`src/rtl/pwm_pkg.sv`:
```
package pwm_pkg;
  // Word select inside one channel's 8-byte slot (address bit 2)
  typedef enum logic {
    WSEL_HIGH   = 1'b0,
    WSEL_PERIOD = 1'b1
  } word_sel_e;
endpackage

```
`src/rtl/pwm_regfile.sv`:
```
module pwm_regfile
  import pwm_pkg::*;
#(
  parameter int NUM_CH = 4,
  parameter int DATA_W = 32,
  parameter int ADDR_W = 8
) (
  input  logic                           clk,
  input  logic                           rst,
  input  logic                           wr_en,
  input  logic [ADDR_W-1:0]              addr,
  input  logic [DATA_W-1:0]              wdata,
  output logic [DATA_W-1:0]              rdata,
  output logic [NUM_CH-1:0][DATA_W-1:0]  shd_hi,
  output logic [NUM_CH-1:0][DATA_W-1:0]  shd_per
);
  localparam int CH_W      = (NUM_CH > 1) ? $clog2(NUM_CH) : 1;
  localparam int MAP_BYTES = NUM_CH * 8;
  localparam logic [ADDR_W:0] MAP_END = (ADDR_W+1)'(MAP_BYTES);

  logic            addr_ok;
  logic [CH_W-1:0] ch_idx;
  word_sel_e       wsel;
  logic [DATA_W-1:0] rdata_q;

  assign addr_ok = (addr[1:0] == 2'b00) && ({1'b0, addr} < MAP_END);
  assign ch_idx  = addr[3 +: CH_W];
  assign wsel    = word_sel_e'(addr[2]);

  for (genvar g = 0; g < NUM_CH; g++) begin : g_slot
    logic [DATA_W-1:0] hi_q, per_q;
    logic              hit;
    assign hit = wr_en && addr_ok && (ch_idx == CH_W'(g));
    always_ff @(posedge clk) begin
      if (rst) begin
        hi_q  <= '0;
        per_q <= '0;
      end else if (hit) begin
        if (wsel == WSEL_PERIOD) per_q <= wdata;
        else                     hi_q  <= wdata;
      end
    end
    assign shd_hi[g]  = hi_q;
    assign shd_per[g] = per_q;
  end

  always_ff @(posedge clk) begin
    if (rst)          rdata_q <= '0;
    else if (!addr_ok) rdata_q <= '0;
    else if (wsel == WSEL_PERIOD) rdata_q <= shd_per[ch_idx];
    else              rdata_q <= shd_hi[ch_idx];
  end
  assign rdata = rdata_q;


  bad_wr_ignored_chk: assert property (@(posedge clk) disable iff (rst)
    (wr_en && !addr_ok) |=> ($stable(shd_hi) && $stable(shd_per)));
endmodule

```
`src/rtl/pwm_channel.sv`:
```
module pwm_channel #(
  parameter int DATA_W = 32
) (
  input  logic              clk,
  input  logic              rst,
  input  logic [DATA_W-1:0] shd_hi,
  input  logic [DATA_W-1:0] shd_per,
  output logic              pwm_o
);
  localparam logic [DATA_W-1:0] ONE = DATA_W'(1);

  logic [DATA_W-1:0] act_per, act_hi, cnt;
  logic              running, at_end, pwm_q;

  assign running = (act_per != '0);
  assign at_end  = running && (cnt == act_per - ONE);

  always_ff @(posedge clk) begin
    if (rst) begin
      act_per <= '0;
      act_hi  <= '0;
      cnt     <= '0;
      pwm_q   <= 1'b0;
    end else begin
      if (!running || at_end) begin
        // idle start or period boundary: take both words together
        act_per <= shd_per;
        act_hi  <= shd_hi;
        cnt     <= '0;
      end else begin
        cnt <= cnt + ONE;
      end
      pwm_q <= running && (cnt < act_hi);
    end
  end
  assign pwm_o = pwm_q;


  cnt_range_chk: assert property (@(posedge clk) disable iff (rst)
    running |-> (cnt < act_per));

  mid_cycle_hold_chk: assert property (@(posedge clk) disable iff (rst)
    (running && !at_end) |=> ($stable(act_per) && $stable(act_hi)));

  idle_low_chk: assert property (@(posedge clk) disable iff (rst)
    !running |=> !pwm_q);

  full_high_chk: assert property (@(posedge clk) disable iff (rst)
    (running && (act_hi >= act_per)) |=> pwm_q);
endmodule

```
`src/rtl/pwm_multi_ch.sv`:
```
module pwm_multi_ch #(
  parameter int NUM_CH = 4,
  parameter int DATA_W = 32,
  parameter int ADDR_W = 8
) (
  input  logic              clk,
  input  logic              rst,
  input  logic              wr_en,
  input  logic [ADDR_W-1:0] addr,
  input  logic [DATA_W-1:0] wdata,
  output logic [DATA_W-1:0] rdata,
  output logic [NUM_CH-1:0] pwm_out
);
  logic [NUM_CH-1:0][DATA_W-1:0] shd_hi, shd_per;

  pwm_regfile #(.NUM_CH(NUM_CH), .DATA_W(DATA_W), .ADDR_W(ADDR_W)) i_regs (
    .clk(clk), .rst(rst), .wr_en(wr_en), .addr(addr), .wdata(wdata),
    .rdata(rdata), .shd_hi(shd_hi), .shd_per(shd_per)
  );

  for (genvar g = 0; g < NUM_CH; g++) begin : g_ch
    pwm_channel #(.DATA_W(DATA_W)) i_ch (
      .clk(clk), .rst(rst), .shd_hi(shd_hi[g]), .shd_per(shd_per[g]),
      .pwm_o(pwm_out[g])
    );
  end
endmodule

```
`config.mk`:
```
export PLATFORM = sky130hd
export DESIGN_NAME = pwm_multi_ch
export DESIGN_NICKNAME = d
export VERILOG_FILES = /design/src/rtl/pwm_pkg.sv /design/src/rtl/pwm_regfile.sv /design/src/rtl/pwm_channel.sv /design/src/rtl/pwm_multi_ch.sv
export SDC_FILE = /design/constraint.sdc
export NUM_CORES = 2
export LEC_CHECK = 0
export BUFFER_PORTS_ARGS = -buffer_cell sky130_fd_sc_hd__clkbuf_2
export CORE_UTILIZATION = 57
export DETAILED_ROUTE_END_ITERATION = 10
export PLACE_DENSITY = 0.78
export SYNTH_ARGS = -nofsm -noshare
export SYNTH_HDL_FRONTEND = slang
export SYNTH_SLANG_ARGS = --single-unit
```
`constraint.sdc`:
```
create_clock -name clk -period 3.4 [get_ports clk]
set_clock_uncertainty 0.15 [all_clocks]
set_input_delay 0.51 -clock clk [delete_from_list [all_inputs] [get_ports clk]]
set_output_delay 0.51 -clock clk [all_outputs]
set_load 0.02 [all_outputs]
```
; Word level (Yosys, flattened, before mapping)
; Index checks and enable logic that the tools add are counted.
[totals]
regBits = 676
elab_cells = 94
out_inout_bits = 36
[op_classes]
n_mux = 5
reduce_logical = 41
bitwise_logic = 2
magnitude_cmp = 6
add_sub_neg = 8
n_eq_ne = 7
[ops]
columns = cell, n
row1 = $add 32x1->32 const B, 4
row2 = $bmux 32 s2, 2
row3 = $eq 32x32->1, 4
row4 = $lt 32x32->1, 4
row5 = $reduce_bool 32->1, 4
row6 = $sub 32x1->32 const B, 4
row7 = $mux 32, 3
row8 = $reduce_and 2->1, 8
row9 = $logic_and 1x1->1, 14
row10 = $reduce_or 2->1, 5
row11 = $lt 8x6->1 const B, 1
row12 = $eq 2x2->1 const B, 2
row13 = $logic_not 1->1, 4
row14 = $logic_not 2->1, 2
row15 = $logic_or 1x1->1, 4
row16 = $lt 2x3->1 const B, 1
row17 = $eq 2x1->1 const B, 1
row18 = $not 1->1, 2

; Depth between registers and ports, before layout
[depth]
word_depth = 5
mapped_depth = 14
depth_no_buf = 10

; Modules after synthesis
; A second synthesis with hierarchy kept.
[hier_totals]
cells_unflattened = 3893
area_unflattened_um2 = 37598.6
[by_module_without_submodules]
columns = mod, seq_area_each_um2, cells_per_inst, area_per_inst_um2, instances
row1 = pwm_channel, 1941.9, 706, 6258.5, 4
row2 = pwm_regfile, 5765.5, 1069, 12564.6, 1

; Worst setup path before layout
; No wires, ideal clock.
[synth_timing]
path_kind = flip-flop to flip-flop
from = register g_ch[2].i_ch.act_per[0]
to = register g_ch[2].i_ch.act_per[28]
path_stages_with_launch = 12
required_time_ns = 3.120
arrival_ns = 3.161
path_buffers = 1
period_less_slack_ns = 3.441
setup_slack_ns = -0.041
cell_sequence = dfxtp_1 -> inv_1 -> ha_1 -> nor3b_1 -> nand2_1 -> or4_4 -> nor3_2 -> a21oi_1 -> or4b_4 -> o31ai_4 -> buf_6 -> o32ai_1
[synth_between]
elab_chain_cells = 4
elab_cells_between_ends = 6
classes_between = add/sub (1) / eq/ne (1) / reduce/logical (4)
[synth_rtl]
columns = element, line_no
row1 = "start, declared", pwm_channel.sv:12  ; logic [DATA_W-1:0] act_per, act_hi, cnt;
row2 = "start signal, assigned", pwm_channel.sv:27  ; act_per <= shd_per;
row3 = $sub 32x1->32, pwm_channel.sv:16  ; assign at_end = running && (cnt == act_per - ONE);
row4 = $eq 32x32->1, pwm_channel.sv:16
row5 = $logic_and 1x1->1, pwm_channel.sv:16
row6 = $logic_or 1x1->1 (*), pwm_channel.sv:25  ; if (!running || at_end) begin
; Every way passes the cells marked *; elsewhere a longest branch is shown, timed or not.
; A chain may end at the register's enable or synchronous reset.

; Worst setup path in the final report
[layout_timing]
from = register g_ch[1].i_ch.act_per[6]
to = register g_ch[1].i_ch.act_per[22]
[layout_between]
elab_chain_cells = 4
elab_cells_between_ends = 6
classes_between = add/sub (1) / eq/ne (1) / reduce/logical (4)
[layout_rtl]
columns = element, line_no
row1 = "start, declared", pwm_channel.sv:12
row2 = "start signal, assigned", pwm_channel.sv:27
row3 = $sub 32x1->32, pwm_channel.sv:16
row4 = $eq 32x32->1, pwm_channel.sv:16
row5 = $logic_and 1x1->1, pwm_channel.sv:16
row6 = $logic_or 1x1->1 (*), pwm_channel.sv:25
; Marked as above.

==> flow_metrics.tcl <==
set metrics [dict create \
    cts_tree "done" \
    synth_top_area_frac 0.382 \
    rows 91 \
    p_leak_nw 14.9 \
    root_buffer "clkbuf_16" \
    hold_path_depth 3 \
    intPower_w 0.0130 \
    timing.final.ws_setup_ns -0.00706 \
    cts_buffer_depth 3 \
    dpl.cell_count 5068 \
    cp.required_ns 3.79 \
    p_comb_frac 0.035 \
    drt-vias-per-instance 6.14 \
    syn_avg_cell_area_sq_um 8.36 \
    drc 0 \
    synthFlopType "dfxtp_1" \
    crit_arrival_ns 3.80 \
    ir_drop_uv 422 \
    layout_min_cycle_time_ns 3.41 \
    hold_end "i_regs.g_slot[3].per_q[31]" \
    p_seq_frac 0.473 \
    switchingPower_w 0.00378 \
    wl_per_cell_um 22.0 \
    cp_max_fo 16 \
    grt_pass1_vias 29900 \
    post_synth_num_cell_types 84 \
    period_share 1.00 \
    r2r-end "g_ch[1].i_ch.act_per[22]" \
    nets 4510 \
    cts_inserted_buffers 73 \
    end_kind "register" \
    clock.fmax_ghz 0.294 \
    drtIter0Drc 3963 \
    clock_latency_ns 0.63 \
    die-area_sq_um 63200 \
    reg2regPathDepth 12 \
    timing.final.hold_violations 0 \
    rsz0062_at_grt "yes" \
    clockPowerShare 0.492 \
    cts_hold_buffers 0 \
    grt_usage 0.351 \
    yosysWarnings 0 \
    hpwl_um 81300 \
    ant_nets 0 \
    reg2reg_from "g_ch[1].i_ch.act_per[6]" \
    synth_cells 4241 \
    numPortBuffers 78 \
    synth_area_leaders "dfxtp_1 38%, nand2_1 11%, mux2i_1 6.9%" \
    vias 32100 \
    startpoint_type "register" \
    synth_nets 4416 \
    grt_pass1_wl_um 173000 \
    seq_area_frac_synth 0.382 \
    wl_um 115000 \
    start_util 0.576 \
    status "complete, but fails checks" \
    clk_pin_slew_ns 0.06 \
    timing.hold.ws_ns 0.0901 \
    async_flop_share 0 \
    tightest_slew_ns 1.15 \
    final_cell_area_sq_um 40900 \
    finalSetupTns_ns -0.00706 \
    min_from "wdata[31]" \
    setup_viol 1 \
    dieWidth_um 251 \
    crit_type "register to register" \
    areaGrowthSynthToFinish_pct 15.2 \
    grt_max_degree 118 \
    numClockSinks 676 \
    htree_levels 3 \
    sw_frac_of_total 0.226 \
    synth_edf_count 0 \
    globalplace.congestion 0.996 \
    r2r_setup_slack_ns -0.007 \
    die_h_um 251 \
    drive_above_1_share 0.140 \
    antenna_found_initial 11 \
    num_io_pins 79 \
    maxCapViolCount 0 \
    powerDensity_nw_per_um2 410 \
    first_pass_iters 6 \
    slew_headroom 0.232 \
    synthesis.area_sq_um 35500 \
    violations "setup timing" \
    pre_cts_ws_ns -0.290 \
    synth_top_area_cell "dfxtp_1" \
    finalMaxSlewViolations 0 \
    hold_path_class "primary input to register" \
    fp.coreArea_sq_um 61600 \
    fin_cells 5233 \
    placed_cell_area_sq_um 37600 \
    overflow 0 \
    ys_seq_elements 676 \
]
cell families (layout without fill, tap and decap cells):
family                     count (synthesis)  in the layout  synth area share
DFF                                      676            676             0.382
muxes                                    310            310             0.110
AOI/OAI and AO/OA                        610            610             0.109
xor gates and xnor gates                 274            274            0.0677
and+or+nand+nor                         1762           1763             0.229
buffers and inverters                    477            622            0.0561
adders and majority gates                132            132            0.0466
other                                      0              9                 0
what timing repair did:
action	4_1_cts	5_1_grt
gates resized for setup	7	78
cloned	2	12
setup buffers	2	13
pin swaps	1	18
setup endpoints to repair	146	346
final cells by class:
cell class	instances	area, sq um
antenna	9	22.5
sequential	676	13500
clock buffer	99	2070
clock inverter	28	373
fill	4881	20700
tap	837	1050
multi-input combinational	3089	20400
inverter	178	676
timing repair buffer	317	2720
cells in the final DEF, fill, tap and decap left out, types with 14 or more instances in the layout:
master     synthesis  routed
a21o_1            57      57
a21oi_1          303     303
a31oi_1           18      17
and3_1            58      37
and3_4             0      21
and4_1            17      16
buf_12             0      26
buf_4             10     196
clkbuf_1         203      14
clkbuf_16          0      83
clkbuf_2          30      75
dfxtp_1          676     674
ha_1             132     130
inv_1            177     175
mux2i_1          245     245
mux4_2            64      64
nand2_1         1032    1031
nand2b_1          17      17
nand3_1           70      70
nand4_1           58      58
nor2_1           180     176
nor2b_1           14      14
nor3_1           115     110
nor3_2            10      15
nor3b_1           22      17
nor4_1            53      47
o211ai_1          49      49
o21ai_0           31      31
o41ai_1           39      36
or3_1             22      22
or4_1             21      16
xnor2_1          153     153
xor2_1           121     121
per-layer routing:
layer	vias to the layer above	routed length, um	global-route usage
li1	14800	-	-
met1	15200	45200	0.461
met2	1762	50800	0.538
met3	342	11800	0.0673
met4	6	7360	0.211
met5	-	36	0
synth_stat cells, types with 8 or more instances:
| cell type | instances |
|---|---|
| nor3b_1 | 22 |
| nor4_1 | 53 |
| mux2i_1 | 245 |
| buf_2 | 32 |
| o32ai_1 | 10 |
| and4_1 | 17 |
| nand2_1 | 1032 |
| clkbuf_2 | 30 |
| nor3_1 | 115 |
| dfxtp_1 | 676 |
| a2111oi_0 | 8 |
| nor2b_1 | 14 |
| xor2_1 | 121 |
| clkbuf_1 | 203 |
| o21ai_0 | 31 |
| nand3_1 | 70 |
| o41ai_1 | 39 |
| a21oi_1 | 303 |
| nor4_2 | 10 |
| nor3_2 | 10 |
| and3_1 | 58 |
| xnor2_1 | 153 |
| ha_1 | 132 |
| nand4_1 | 58 |
| a21o_1 | 57 |
| nand3b_1 | 12 |
| buf_1 | 13 |
| inv_1 | 177 |
| buf_4 | 10 |
| or4_1 | 21 |
| nand2b_1 | 17 |
| o211ai_1 | 49 |
| nor2_1 | 180 |
| or3_1 | 22 |
| or2_2 | 8 |
| and2_1 | 8 |
| mux4_2 | 64 |
| a211oi_1 | 12 |
| o2111ai_1 | 8 |
| buf_6 | 11 |
| a31oi_1 | 18 |
worst max-delay path by stage:
stage,end,from
3_5_place_dp,g_ch[3].i_ch.act_per[16],g_ch[3].i_ch.act_per[0]
4_1_cts,g_ch[3].i_ch.act_hi[30],g_ch[3].i_ch.act_per[0]
5_1_grt,g_ch[1].i_ch.act_per[0],g_ch[1].i_ch.act_per[1]
3_3_place_gp,g_ch[3].i_ch.act_per[25],g_ch[3].i_ch.act_per[0]
2_1_floorplan,g_ch[3].i_ch.act_per[27],g_ch[3].i_ch.act_per[7]
6_report,g_ch[1].i_ch.act_per[22],g_ch[1].i_ch.act_per[6]
state kept, by name, summed over array words and instances, names as in the netlist:
register,count
i_regs.g_slot.per_q,128
g_ch.i_ch.act_per,128
g_ch.i_ch.cnt,128
g_ch.i_ch.act_hi,128
i_regs.g_slot.hi_q,128
i_regs.rdata,32
g_ch.i_ch.pwm_o,4
power groups by stage:
| stage | clock network, W | registers, W | logic, W |
|---|---|---|---|
| 2_1_floorplan | 0 | 0.00811 | 0.000380 |
| 3_3_place_gp | 0 | 0.00811 | 0.000529 |
| 5_1_grt | 0.00861 | 0.00793 | 0.000610 |
| 3_5_place_dp | 0 | 0.00811 | 0.000532 |
| 4_1_cts | 0.00826 | 0.00793 | 0.000539 |
| 6_report | 0.00824 | 0.00793 | 0.000590 |
through the flow:
| step | utilization | total power [W] |
|---|---|---|
| 3_5_place_dp | 0.610 | 0.00864 |
| 3_3_place_gp | 0.610 | 0.00864 |
| 6_report | 0.663 | 0.0168 |
| 4_1_cts | 0.651 | 0.0167 |
| 2_1_floorplan | - | 0.00849 |
| 5_1_grt | 0.663 | 0.0171 |
critical path, stage by stage (launching register included):
cell and delay [ns]:
dfxtp_4 0.36, or4_4 0.56, nor4_4 0.28, buf_4 0.19, buf_4 0.15, a21oi_1 0.07
a311oi_1 0.36, a211o_1 0.19, a221oi_2 0.09, a41oi_4 0.29, buf_6 0.20, buf_12 0.19
mux2i_1 0.22
Note: power is estimated with default switching activity, not from simulation.
